**src/rtl/dram_seq_pkg.sv**
```systemverilog
// Shared cycle classification for the strobe-sequence decoder.
package dram_seq_pkg;
    typedef enum logic [2:0] {
        CY_IDLE   = 3'd0,
        CY_READ   = 3'd1,
        CY_EWR    = 3'd2,
        CY_RMW    = 3'd3,
        CY_RONLY  = 3'd4,
        CY_CBR    = 3'd5,
        CY_HIDDEN = 3'd6
    } cyc_e;
endpackage

```
**src/rtl/strobe_edges.sv**
```systemverilog
// Edge finder: registers each strobe sample and reports the falling and rising
// edges seen between the previous and the current sample. Assumes strobes are
// already synchronous to clk. Resets to the inactive (high) level.
module strobe_edges #(
    parameter int N = 4
) (
    input  logic         clk,
    input  logic         rst_n,
    input  logic [N-1:0] lvl,
    output logic [N-1:0] fall,
    output logic [N-1:0] rise
);
    logic [N-1:0] prev_q;

    for (genvar i = 0; i < N; i++) begin : g_bit
        // keep the previous sample of one strobe
        always_ff @(posedge clk) begin
            if (!rst_n) prev_q[i] <= 1'b1;
            else        prev_q[i] <= lvl[i];
        end
        assign fall[i] = prev_q[i] & ~lvl[i];
        assign rise[i] = ~prev_q[i] & lvl[i];
    end
endmodule

```
**src/rtl/cell_store.sv**
```systemverilog
// Small storage array with one synchronous write port and one combinational
// read port. Cleared by reset. Assumes the index width is small.
module cell_store #(
    parameter int IDX_W = 6,
    parameter int DW    = 4
) (
    input  logic             clk,
    input  logic             rst_n,
    input  logic             wr_en,
    input  logic [IDX_W-1:0] wr_idx,
    input  logic [DW-1:0]    wr_data,
    input  logic [IDX_W-1:0] rd_idx,
    output logic [DW-1:0]    rd_data
);
    localparam int DEPTH = 1 << IDX_W;
    logic [DW-1:0] mem [DEPTH];

    // clear on reset, otherwise perform a single write
    always_ff @(posedge clk) begin
        if (!rst_n) begin
            for (int k = 0; k < DEPTH; k++) mem[k] <= '0;
        end else if (wr_en) begin
            mem[wr_idx] <= wr_data;
        end
    end

    assign rd_data = mem[rd_idx];
endmodule

```
**src/rtl/seq_ctrl.sv**
```systemverilog
// Sequence controller: classifies the cycle from strobe edges and levels,
// latches addresses, counts refresh rows, controls writes and the output
// driver and flags errors. Assumes edges arrive from strobe_edges with the
// bit order {oe, we, cas, ras}.
module seq_ctrl
    import dram_seq_pkg::*;
#(
    parameter int AW = 9,
    parameter int DW = 4,
    parameter int MR = 3,
    parameter int MC = 3,
    parameter int RW = 9
) (
    input  logic             clk,
    input  logic             rst_n,
    input  logic [3:0]       fall,
    input  logic [3:0]       rise,
    input  logic             ras_n,
    input  logic             cas_n,
    input  logic             we_n,
    input  logic             oe_n,
    input  logic [AW-1:0]    addr,
    input  logic             bus_busy,
    input  logic [DW-1:0]    rd_data,
    output logic             wr_en,
    output logic [MR+MC-1:0] wr_idx,
    output logic [MR+MC-1:0] rd_idx,
    output logic [DW-1:0]    dout,
    output logic             dout_en,
    output cyc_e             cyc,
    output logic [AW-1:0]    row_addr,
    output logic [AW-1:0]    col_addr,
    output logic [RW-1:0]    rfsh_row,
    output logic             seq_err
);
    logic ras_fall, ras_rise, cas_fall, cas_rise, we_fall;
    logic row_ok, carry, drv_ok;
    logic col_strobe, ew_hit, rd_hit, late_we, drv_nx;

    assign ras_fall = fall[0];
    assign ras_rise = rise[0];
    assign cas_fall = fall[1];
    assign cas_rise = rise[1];
    assign we_fall  = fall[2];

    assign col_strobe = cas_fall & ~ras_n & row_ok;
    assign ew_hit     = col_strobe & ~we_n;
    assign rd_hit     = col_strobe & we_n;
    assign late_we    = we_fall & ~cas_n & ~ras_n & row_ok & ~cas_fall & (cyc == CY_READ);
    assign drv_nx     = rd_hit ? 1'b1 : (cas_rise ? 1'b0 : drv_ok);

    assign wr_en  = ew_hit | late_we;
    assign wr_idx = ew_hit ? {row_addr[MR-1:0], addr[MC-1:0]}
                           : {row_addr[MR-1:0], col_addr[MC-1:0]};
    assign rd_idx = {row_addr[MR-1:0], addr[MC-1:0]};

    // cycle classification, address latches and refresh counting
    always_ff @(posedge clk) begin
        if (!rst_n) begin
            cyc      <= CY_IDLE;
            row_ok   <= 1'b0;
            carry    <= 1'b0;
            row_addr <= '0;
            col_addr <= '0;
            rfsh_row <= '0;
            dout     <= '0;
        end else begin
            if (ras_fall) begin
                if (cas_n) begin
                    row_addr <= addr;
                    row_ok   <= 1'b1;
                    cyc      <= CY_RONLY;
                end else begin
                    cyc      <= carry ? CY_HIDDEN : CY_CBR;
                    rfsh_row <= rfsh_row + 1'b1;
                    row_ok   <= 1'b0;
                end
            end
            if (ras_rise) begin
                cyc    <= CY_IDLE;
                row_ok <= 1'b0;
                if (!cas_n) carry <= 1'b1;
            end
            if (cas_rise) carry <= 1'b0;
            if (col_strobe) begin
                col_addr <= addr;
                cyc      <= we_n ? CY_READ : CY_EWR;
            end
            if (rd_hit) dout <= rd_data;
            if (late_we) cyc <= CY_RMW;
        end
    end

    // output driver permission and error pulse
    always_ff @(posedge clk) begin
        if (!rst_n) begin
            drv_ok  <= 1'b0;
            dout_en <= 1'b0;
            seq_err <= 1'b0;
        end else begin
            drv_ok  <= drv_nx;
            dout_en <= drv_nx & ~oe_n & ~cas_n;
            seq_err <= (cas_fall & ~ras_n & ~row_ok) | (dout_en & bus_busy);
        end
    end
endmodule

```
**src/rtl/strobe_cycle_decoder.sv**
```systemverilog
// Top level: clock-sampled decoder of an asynchronous memory's strobe
// sequence. Assumes all strobes are synchronous to clk and change at most
// once per sample. Storage holds 2**(MR+MC) words indexed by low row/column bits.
module strobe_cycle_decoder #(
    parameter int AW = 9,
    parameter int DW = 4,
    parameter int MR = 3,
    parameter int MC = 3,
    parameter int RW = 9
) (
    input  logic          clk,
    input  logic          rst_n,
    input  logic          ras_n,
    input  logic          cas_n,
    input  logic          we_n,
    input  logic          oe_n,
    input  logic [AW-1:0] addr,
    input  logic [DW-1:0] din,
    input  logic          bus_busy,
    output logic [DW-1:0] dout,
    output logic          dout_en,
    output logic [2:0]    cyc_type,
    output logic [AW-1:0] row_addr,
    output logic [AW-1:0] col_addr,
    output logic [RW-1:0] rfsh_row,
    output logic          seq_err
);
    import dram_seq_pkg::*;
    localparam int IDX_W = MR + MC;

    logic [3:0]       fall, rise;
    logic             wr_en;
    logic [IDX_W-1:0] wr_idx, rd_idx;
    logic [DW-1:0]    rd_data;
    cyc_e             cyc;

    strobe_edges #(.N(4)) u_edges (
        .clk(clk), .rst_n(rst_n),
        .lvl({oe_n, we_n, cas_n, ras_n}),
        .fall(fall), .rise(rise)
    );

    cell_store #(.IDX_W(IDX_W), .DW(DW)) u_store (
        .clk(clk), .rst_n(rst_n),
        .wr_en(wr_en), .wr_idx(wr_idx), .wr_data(din),
        .rd_idx(rd_idx), .rd_data(rd_data)
    );

    seq_ctrl #(.AW(AW), .DW(DW), .MR(MR), .MC(MC), .RW(RW)) u_ctrl (
        .clk(clk), .rst_n(rst_n), .fall(fall), .rise(rise),
        .ras_n(ras_n), .cas_n(cas_n), .we_n(we_n), .oe_n(oe_n),
        .addr(addr), .bus_busy(bus_busy), .rd_data(rd_data),
        .wr_en(wr_en), .wr_idx(wr_idx), .rd_idx(rd_idx),
        .dout(dout), .dout_en(dout_en), .cyc(cyc),
        .row_addr(row_addr), .col_addr(col_addr),
        .rfsh_row(rfsh_row), .seq_err(seq_err)
    );

    assign cyc_type = cyc;
endmodule

```
**config.mk**
```make
export PLATFORM = sky130hd
export DESIGN_NAME = strobe_cycle_decoder
export DESIGN_NICKNAME = d
export VERILOG_FILES = /design/src/rtl/dram_seq_pkg.sv /design/src/rtl/strobe_edges.sv /design/src/rtl/cell_store.sv /design/src/rtl/seq_ctrl.sv /design/src/rtl/strobe_cycle_decoder.sv
export SDC_FILE = /design/constraint.sdc
export NUM_CORES = 1
export LEC_CHECK = 0
export BUFFER_PORTS_ARGS = -buffer_cell sky130_fd_sc_hd__buf_2
export CAP_MARGIN = 20
export CORE_ASPECT_RATIO = 1.5
export CORE_MARGIN = 3
export CORE_UTILIZATION = 25
export CTS_BUF_LIST = sky130_fd_sc_hd__clkbuf_8
export CTS_CLUSTER_SIZE = 25
export DETAILED_ROUTE_END_ITERATION = 6
export GPL_TIMING_DRIVEN = 0
export HOLD_SLACK_MARGIN = 0.1
export SLEW_MARGIN = 0
export SYNTH_ARGS = -nofsm -noshare
export SYNTH_HDL_FRONTEND = slang
export SYNTH_SLANG_ARGS = --single-unit
```
**constraint.sdc**
```tcl
create_clock -name clk -period 2.5 [get_ports clk]
set_input_delay 0.25 -clock clk [delete_from_list [all_inputs] [get_ports clk]]
set_output_delay 0.25 -clock clk [all_outputs]
set_load 0.01 [all_outputs]
```
==> Word-level counts from Yosys, hierarchy flattened <==
Memory sizes are Yosys's and may differ from the RTL's. A register that Yosys moved wholly into a read port is not among the register bits.
Index checks and enable logic that the tools add are counted.
{ "totals": {"regBits": 38, "ramBits": 256, "inputBits": 20, "output_inout_bits": 36, "memories": 1} }
{ "classes": {"add_sub_neg": 1, "eq_ne": 1, "mux": 18, "bitwise_logic": 29, "reduce_logical": 10} }
{ "memory_table": {"columns": ["memory", "words", "word_bits", "read_ports", "rd_ports_with_merged_regs", "write_ports", "line_no", "source"], "rows": [
  ["u_store.mem", 64, 4, 1, 1, 64, "cell_store.sv:16", "logic [DW-1:0] mem [DEPTH];"]
]} }
{ "ops": {"columns": ["cell", "n"], "rows": [
  ["$and 1x1->1", 18],
  ["$mux 3", 5],
  ["$add 9x1->9 const B", 1],
  ["$not 1->1", 9],
  ["$mux 1", 8],
  ["$mux 2", 3],
  ["$mux 6", 1],
  ["$reduce_and 2->1", 3],
  ["$reduce_or 2->1", 3],
  ["$mux 4", 1],
  ["$reduce_bool 4->1", 1],
  ["$reduce_or 4->1", 1],
  ["$eq 3x1->1 const B", 1],
  ["$reduce_bool 3->1", 1],
  ["$or 1x1->1", 2],
  ["$logic_not 1->1", 1]
]} }

==> Longest topological paths before layout <==
Gate-level depths: netlist of the first run.
{ "depth": {"depth_word": 13, "mapped_depth": 9} }

==> Cells and area by module <==
Synthesis of the first run repeated with hierarchy kept, for this count alone.
{ "hier_totals": {"hier_cells": 1095, "area_unflattened_um2": 13540.5} }
{ "modules_own_cells": {"columns": ["module", "instances", "cells_per_inst", "area_each_um2", "seq_area_each_um2"], "rows": [
  ["cell_store", 1, 885, 11736.3, 7687.4],
  ["seq_ctrl", 1, 194, 1649.1, 780.7],
  ["strobe_edges", 1, 16, 155.1, 80.1]
]} }

==> Least setup slack after synthesis of the first run <==
Ideal clock, no wire load.
{ "synth_timing": {"kind": "register to register", "from": "register u_ctrl.cyc[2]", "to": "memory u_store.mem[57][0], enable pin", "setup_time_ns": 0.361, "arrival_ns": 1.980, "required_ns": 2.139, "setup_slack_ns": 0.159, "stages_incl_launch_ff": 7, "synth_period_minus_slack_ns": 2.341, "cell_sequence": "dfxtp_1 > or4bb_1 > nor4_4 > buf_6 > o2111ai_4 > buf_6 > o21ai_0"} }
{ "synth_lines": {"columns": ["element", "line_no", "source"], "rows": [
  ["start: declaration", "seq_ctrl.sv:30", "output cyc_e cyc,"],
  ["start signal: assignment", "seq_ctrl.sv:74", "cyc <= carry ? CY_HIDDEN : CY_CBR;"],
  ["start signal: assignment", "seq_ctrl.sv:87", "cyc <= we_n ? CY_READ : CY_EWR;"],
  ["end: declaration", "cell_store.sv:16", null]
]} }

==> summary.txt, run 1 <==
maxcap violations: 0
Max Clock Freq: 0.390 GHz
H-tree levels: 2
Routed Antenna Nets: 0
Die W: 202 um
Worst VDD drop: 0.000276 V
Worst Skew: 0.0340 ns
wirelength, routed: 44.6 mm
GRT overflow: 0
minimum clock period: 2.57 ns
slew margin rel.: 0.127
DRT iter0 DRCs: 769
Mapped Cells: 1,097
wire per inst: 22.3 um
Area after DPL: 0.0156 mm^2
RSZ-0062 raised after global routing: true
worst hold path class: in -> reg
routed vias/inst: 4.78
Finish-stage setup viols: 20
root buf cell: clkbuf_8
fraction of layout cells with a size suffix above 1: 0.244
asr flop ratio synth: 0
fin crit share: 1.03
Fin Hold WS: 0.183 ns
vias: 9,571
GRT Total Usage: 0.144
Worst path max stage delay: 0.52 ns
PwrDens: 604 mW/mm^2
CP arrival: 2.82 ns
Max clock buf depth: 3
Die H: 300 um
Ys Warns: 0
Cell Rows: 107
violations in the final reports: setup timing
Setup crit end kind: flop
Hold Path Origin: cas_n
area grow syn2layout: 17.6%
vias in the first global route: 9,978
Tightest Pin Transition: 1.31 ns
Design Area, Final: 0.0170 mm^2
synthesized cell area: 0.0144 mm^2
syn nets: 1,120
Critical Path Start: u_edges.prev_q[1]$_SDFF_PN1_
TritonCTS clock tree: built
DRC: 0
number of synthesized register bits: 298
Final WS setup: -0.0667 ns
pin count of the biggest net entering global routing: 17
Post-synth top flop: edfxtp_1
part of the Yosys area used for sequential elements: 0.591
DRT Pass-1 Iters: 5
Crit Path Class: reg -> reg
Crit path required time: 2.75 ns
reg2reg start: u_edges.prev_q[1]$_SDFF_PN1_
EDFF count, synth: 256
Leak: 5.96 nW
average cell area after synthesis: 13.1 um^2
clock sink total: 298
outcome: finished with violations
Detailed Place HPWL: 32.4 mm
gpl congestion: 0.919
Top Ports: 56
initial antenna violation count: 4
clk slew on worst S/H paths: 0.07 ns
CTS Buf Count: 43
Layout Nets: 1,231
Slew Viols, Final: 0
Die ar.: 0.0607 mm^2
Worst Path Max Fanout: 10
Clock Latency Late Sink: 0.60 ns
first-pass GRT wire length: 64.7 mm
cells along the critical path: nand4bb_1 -> buf_2 -> nor4_1 -> a41oi_4 -> clkbuf_2 -> o21ai_1
startpoint types: flop
starting density of the core: 0.253
IO buf count: 48
Unique masters post-synth: 62
Hold Fails Final Rpt: 0
slowest CP cell: nor4_1
core box area: 0.0569 mm^2
==> cell usage in the layout, fill, tap and decap left out, types with 15 or more instances in the layout <==
master    synthesis  routed
inv_1             6      23
edfxtp_1        256     256
dfxtp_1          42      42
nor2b_1          15      15
nor2_1           63      63
mux2i_1          20      20
nand2_1          53      53
clkbuf_1         49      41
and2_1          264     264
o21ai_2           0      50
mux4_2           57      57
clkbuf_8          0      49
a21boi_0         22      22
buf_2            27      74
==> logic make-up (layout without fill, tap and decap cells) <==
group | Yosys count | count (layout) | synth area share
flip-flops | 298 | 298 | 0.591
adder cells (fa/ha/maj) | 3 | 3 | 0.00260
other | 0 | 1 | 0
AO/OA/AOI/OAI | 148 | 148 | 0.0731
XOR/XNOR | 5 | 5 | 0.00304
buffers and inverters | 98 | 241 | 0.0318
AND/OR/NAND/NOR | 456 | 456 | 0.181
multiplexers | 89 | 89 | 0.117
==> power by group <==
group,internal [mW],switching (mW),total [mW]
Clock,1.89,1.92,3.81
Sequential,5.53,0.0623,5.60
Combinational,0.293,0.541,0.834
Total,7.72,2.52,10.2
==> state kept, by name, summed over array words and instances, names as in the netlist <==
name,count
u_ctrl.carry,1
u_ctrl.col_addr,9
u_ctrl.cyc,3
u_ctrl.dout,4
u_ctrl.dout_en,1
u_ctrl.drv_ok,1
u_ctrl.rfsh_row,9
u_ctrl.row_addr,9
u_ctrl.row_ok,1
u_ctrl.seq_err,1
u_edges.prev_q,3
u_store.mem,256
==> final timing paths <==
check / cells past startpoint / slack (ns) / to
worst max-delay path: 6 / -0.07 / u_store.mem[46][1]$_SDFFCE_PN0P_
worst max register to register: 6 / -0.07 / u_store.mem[46][1]$_SDFFCE_PN0P_
worst min register to register: 2 / 0.46 / u_ctrl.col_addr[7]$_SDFFE_PN0P_
worst min-delay path: 5 / 0.18 / u_ctrl.drv_ok$_SDFF_PN0_
==> synth_stat cells (2+ instances only) <==
library cell	number	area [um^2]
buf_6	6	67.6
nor3_1	5	25.0
o211ai_1	2	15.0
clkbuf_1	49	184
edfxtp_1	256	7690
nor2_1	63	236
a211oi_1	3	22.5
o21a_1	2	15.0
inv_1	6	22.5
o2111ai_1	2	17.5
mux2i_2	2	27.5
mux2i_1	20	200
buf_4	3	22.5
nand2b_1	6	37.5
mux4_2	57	1280
dfxtp_1	42	841
a22oi_1	6	45.0
nor2_2	12	75.1
a22o_1	2	17.5
buf_1	7	26.3
nor4b_1	3	26.3
and2b_1	3	22.5
a31oi_2	2	25.0
nand4_1	5	31.3
nand3_1	9	45.0
o21ai_0	76	380
a21oi_1	8	40.0
nand2_1	53	199
or3_1	3	18.8
mux4_1	4	105
xnor2_1	4	35.0
and2_1	264	1650
a21boi_0	22	165
nor2b_1	15	93.8
a31oi_1	4	25.0
mux2_2	6	67.6
o211ai_4	6	128
nor4_1	5	31.3
a41oi_2	3	48.8
ha_1	3	37.5
buf_2	27	135
==> through the flow <==
stage	setup slack, ns	utilization	TNS, ns	instances	power [mW]
2_1_floorplan	0.159	-	0	1097	6.14
3_3_place_gp	-0.884	0.274	-189.70	1908	6.47
3_5_place_dp	-0.889	0.274	-195.47	1908	6.48
4_1_cts	-0.0238	0.295	-0.342	2003	10.3
5_1_grt	-0.119	0.298	-3.96	2004	10.5
6_report	-0.0667	0.298	-0.790	2004	10.2
==> critical path, delay by kind of cell, from the launching register on <==
family / cells / cell delay, ns
and+or+nand+nor: 2 / 0.65
buffers and inverters: 2 / 0.58
DFF: 1 / 0.47
AOI/OAI and AO/OA: 2 / 0.53
==> per-layer routing <==
layer / GRT usage / vias to the layer above / share of wire
met5: 0 / - / 0.00076
met4: 0.0881 / 6 / 0.061
met3: 0.0242 / 144 / 0.061
met2: 0.275 / 430 / 0.54
met1: 0.145 / 4761 / 0.34
li1: - / 4230 / -
==> final cells by class <==
type                            count  area (um^2)
Antenna cell                        1         2.50
Buffer                             91          462
Clock buffer                       49          674
Clock inverter                     28          140
Fill cell                        5722        39900
Inverter                            6         22.5
Multi-Input combinational cell    701         5760
Sequential cell                   298         8530
Tap cell                          763          955
Timing Repair Buffer               67          413
==> timing repair <==
item	in CTS	in global routing
pin swaps	5	0
buffers inserted	7	0
endpoints found under the setup margin	341	197
hold endpoints to repair	16	0
resized for setup	103	49
hold buffers	12	0
Power figures use the tool's default switching activity.
==> inputs of run 2 (changes only) <==
- CORE_UTILIZATION: 25 -> 36
- MAX_ROUTING_LAYER: not set -> met4
- PLACE_DENSITY_LB_ADDON: not set -> 0.25
==> run 2 against run 1 <==
  * The run now ends clean
  * Critical path type is now in -> reg
  * Sequential share of layout area is 0.23 points higher
  * Clock skew is 0.0045 ns lower
  * Hold slack better by 0.0034 ns
  * Core utilization is 13 points higher
  * Cell count is 13% lower
  * Flip-flop and latch count stayed put
  * Highest routed layer is now met4
  * Register-to-register slack better by 0.13 ns
  * Combinational power is 3.8% higher
  * Clock power is 2% higher
  * Die area is 30% lower
==> summary.txt, run 2 (same netlist as run 1, synthesis figures left out) <==
wire per inst: 26.0 um (was 22.3 um)
RSZ-0062 raised after global routing: true (unchanged)
Util after Layout: 0.428 (was 0.298)
PwrDens: 613 mW/mm^2 (was 604 mW/mm^2)
Hold Path Origin: cas_n (unchanged)
reg2reg setup slack: 0.06 ns (was -0.07 ns)
worst hold path class: in -> reg (unchanged)
startpoint types: input pin (was flop)
IO buf count: 48 (unchanged)
Worst VDD drop: 0.000289 V (was 0.000276 V)
R2R depth: 6 (unchanged)
routing usage on met3: 0.0304 (was 0.0242)
Cell Rows: 89 (was 107)
Layout Nets: 1,239 (was 1,231)
H-tree levels: 2 (unchanged)
RR Endpoint: u_store.mem[48][3]$_SDFFCE_PN0P_ (was u_store.mem[46][1]$_SDFFCE_PN0P_)
Tightest Pin Transition: 1.40 ns (was 1.31 ns)
core box area: 0.0394 mm^2 (was 0.0569 mm^2)
routed vias/inst: 5.50 (was 4.78)
DRT Pass-1 Iters: 7 (was 5)
CTS Buf Count: 46 (was 43)
Crit path required time: 2.76 ns (was 2.75 ns)
Worst Skew: 0.0295 ns (was 0.0340 ns)
initial antenna violation count: 1 (was 4)
Top Ports: 56 (unchanged)
Worst Path Max Fanout: 10 (unchanged)
clk slew on worst S/H paths: 0.06 ns (was 0.07 ns)
pin count of the biggest net entering global routing: 13 (was 17)
Hold Fails Final Rpt: 0 (unchanged)
fraction of layout cells with a size suffix above 1: 0.256 (was 0.244)
minimum clock period: 2.45 ns (was 2.57 ns)
first-pass GRT wire length: 66.2 mm (was 64.7 mm)
Clock Latency Late Sink: 0.60 ns (about the same)
met1 Use GR: 0.240 (was 0.145)
Die H: 251 um (was 300 um)
maxcap violations: 0 (unchanged)
Max Clock Freq: 0.407 GHz (was 0.390 GHz)
Detailed Place HPWL: 32.0 mm (was 32.4 mm)
Post-Layout Cell Count: 1,749 (was 2,004)
vias: 9,619 (was 9,571)
Hold EP: u_ctrl.carry$_SDFFE_PP0P_ (was u_ctrl.drv_ok$_SDFF_PN0_)
Die W: 169 um (was 202 um)
Routed Antenna Nets: 0 (unchanged)
most common cell after layout, fill and taps aside: and2_1 (unchanged)
Setup TNS: 0 ns (was -0.790 ns)
DRT iter0 DRCs: 852 (was 769)
M2 GR Usage: 0.390 (was 0.275)
GRT overflow: 0 (unchanged)
reg2reg start: u_edges.prev_q[1]$_SDFF_PN1_ (unchanged)
area grow syn2layout: 17.1% (was 17.6%)
GRT Total Usage: 0.219 (was 0.144)
Leak: 6.02 nW (was 5.96 nW)
DRC: 0 (unchanged)
gpl congestion: 0.889 (was 0.919)
vias in the first global route: 9,936 (was 9,978)
root buf cell: clkbuf_8 (unchanged)
wirelength, routed: 45.5 mm (was 44.6 mm)
Finish-stage setup viols: 0 (was 20)
global route hottest layer: met2 (unchanged)
max reg flops: 256 (unchanged)
outcome: complete, no violations (was finished with violations)
largest reg by FF count: u_store.mem (unchanged)
starting density of the core: 0.366 (was 0.253)
Setup crit end kind: flop (unchanged)
CP arrival: 2.71 ns (was 2.82 ns)
hold depth: 4 (was 5)
clock sink total: 298 (unchanged)
Die ar.: 0.0425 mm^2 (was 0.0607 mm^2)
Slew Viols, Final: 0 (unchanged)
Cells after DPL: 1,645 (was 1,908)
slew margin rel.: 0.0640 (was 0.127)
fin crit share: 0.982 (was 1.03)
commonest cells after routing, fill and taps aside: 264 x and2_1, 256 x edfxtp_1, 69 x buf_2 (was 264 x and2_1, 256 x edfxtp_1, 74 x buf_2)
Crit Path Class: in -> reg (was reg -> reg)
TritonCTS clock tree: built (unchanged)
Max clock buf depth: 3 (unchanged)
run 2: cell types whose count changed in the layout (fill, tap and decap cells not counted), sizes merged:
cell           previous run  this run
buf                      96       101
bufinv                    1         2
clkbuf                   98        96
clkdlybuf4s15             1         0
clkinv                    8        15
clkinvlp                  1         3
inv                      24        20
run 2: worst max path at each step:
stage	startpoint	end	cells after the start
floorplan	u_ctrl.cyc[2]$_SDFFE_PP0P_	u_store.mem[57][0]$_SDFFCE_PN0P_	6
global placement	u_edges.prev_q[1]$_SDFF_PN1_	u_store.mem[47][3]$_SDFFCE_PN0P_	6
detailed placement	u_edges.prev_q[1]$_SDFF_PN1_	u_store.mem[47][1]$_SDFFCE_PN0P_	6
CTS	u_ctrl.row_ok$_SDFFE_PP0P_	u_store.mem[1][0]$_SDFFCE_PN0P_	6
global route	u_ctrl.row_ok$_SDFFE_PP0P_	u_store.mem[48][2]$_SDFFCE_PN0P_	5
finish	rst_n	u_store.mem[52][1]$_SDFFCE_PN0P_	5
run 2: through the flow:
stage	instance area (um^2)	setup slack (ns)	total power [mW]	hold WS [ns]
floorplan	14400	0.159	6.14	0.328
global placement	15300	-1.06	6.48	0.424
detailed placement	15300	-1.01	6.49	0.422
CTS	16500	-0.0338	10.4	0.171
global route	16900	-0.0538	10.7	0.196
finish	16900	0.0458	10.3	0.187
run 2: report_power, final:
group          leakage [nW]  switching, mW  total, mW  internal [mW]
clock                 0.464           1.96       3.88           1.92
combinational          2.57          0.557      0.866          0.309
sequential             2.99         0.0622       5.60           5.54
total                  6.02           2.58       10.3           7.77
run 2: repair_timing:
item | 4_1_cts | 5_1_grt
setup endpoints to repair | 399 | 244
buffers inserted | 7 | 3
resized for setup | 128 | 58
endpoints found under the hold margin | 16 | 0
hold buffers | 12 | 0
pin swaps | 5 | 0
run 2: critical path, cell delays in order:
cell           delay (ns)
dlygate4sd3_1        0.52
buf_2                0.20
clkbuf_1             0.37
buf_1                1.08
o21ai_2              0.28
run 2: area by class of cell:
cell class,instances,area [um^2]
clock buffers,46,633
multi-input cells,701,5910
inverters,6,22.5
diodes,1,2.50
fillers,3648,22500
repair buffers,72,478
flip-flops and latches,298,8530
clock inverters,34,200
plain buffers,91,479
well taps,500,626
run 2: per-layer routing:
layer / vias up / share of wire / routed length [um]
li1: 4242 / - / -
met2: 413 / 0.53 / 24200
met5: - / 0 / 0
met4: 0 / 0.051 / 2320
met3: 129 / 0.058 / 2630
met1: 4835 / 0.36 / 16300
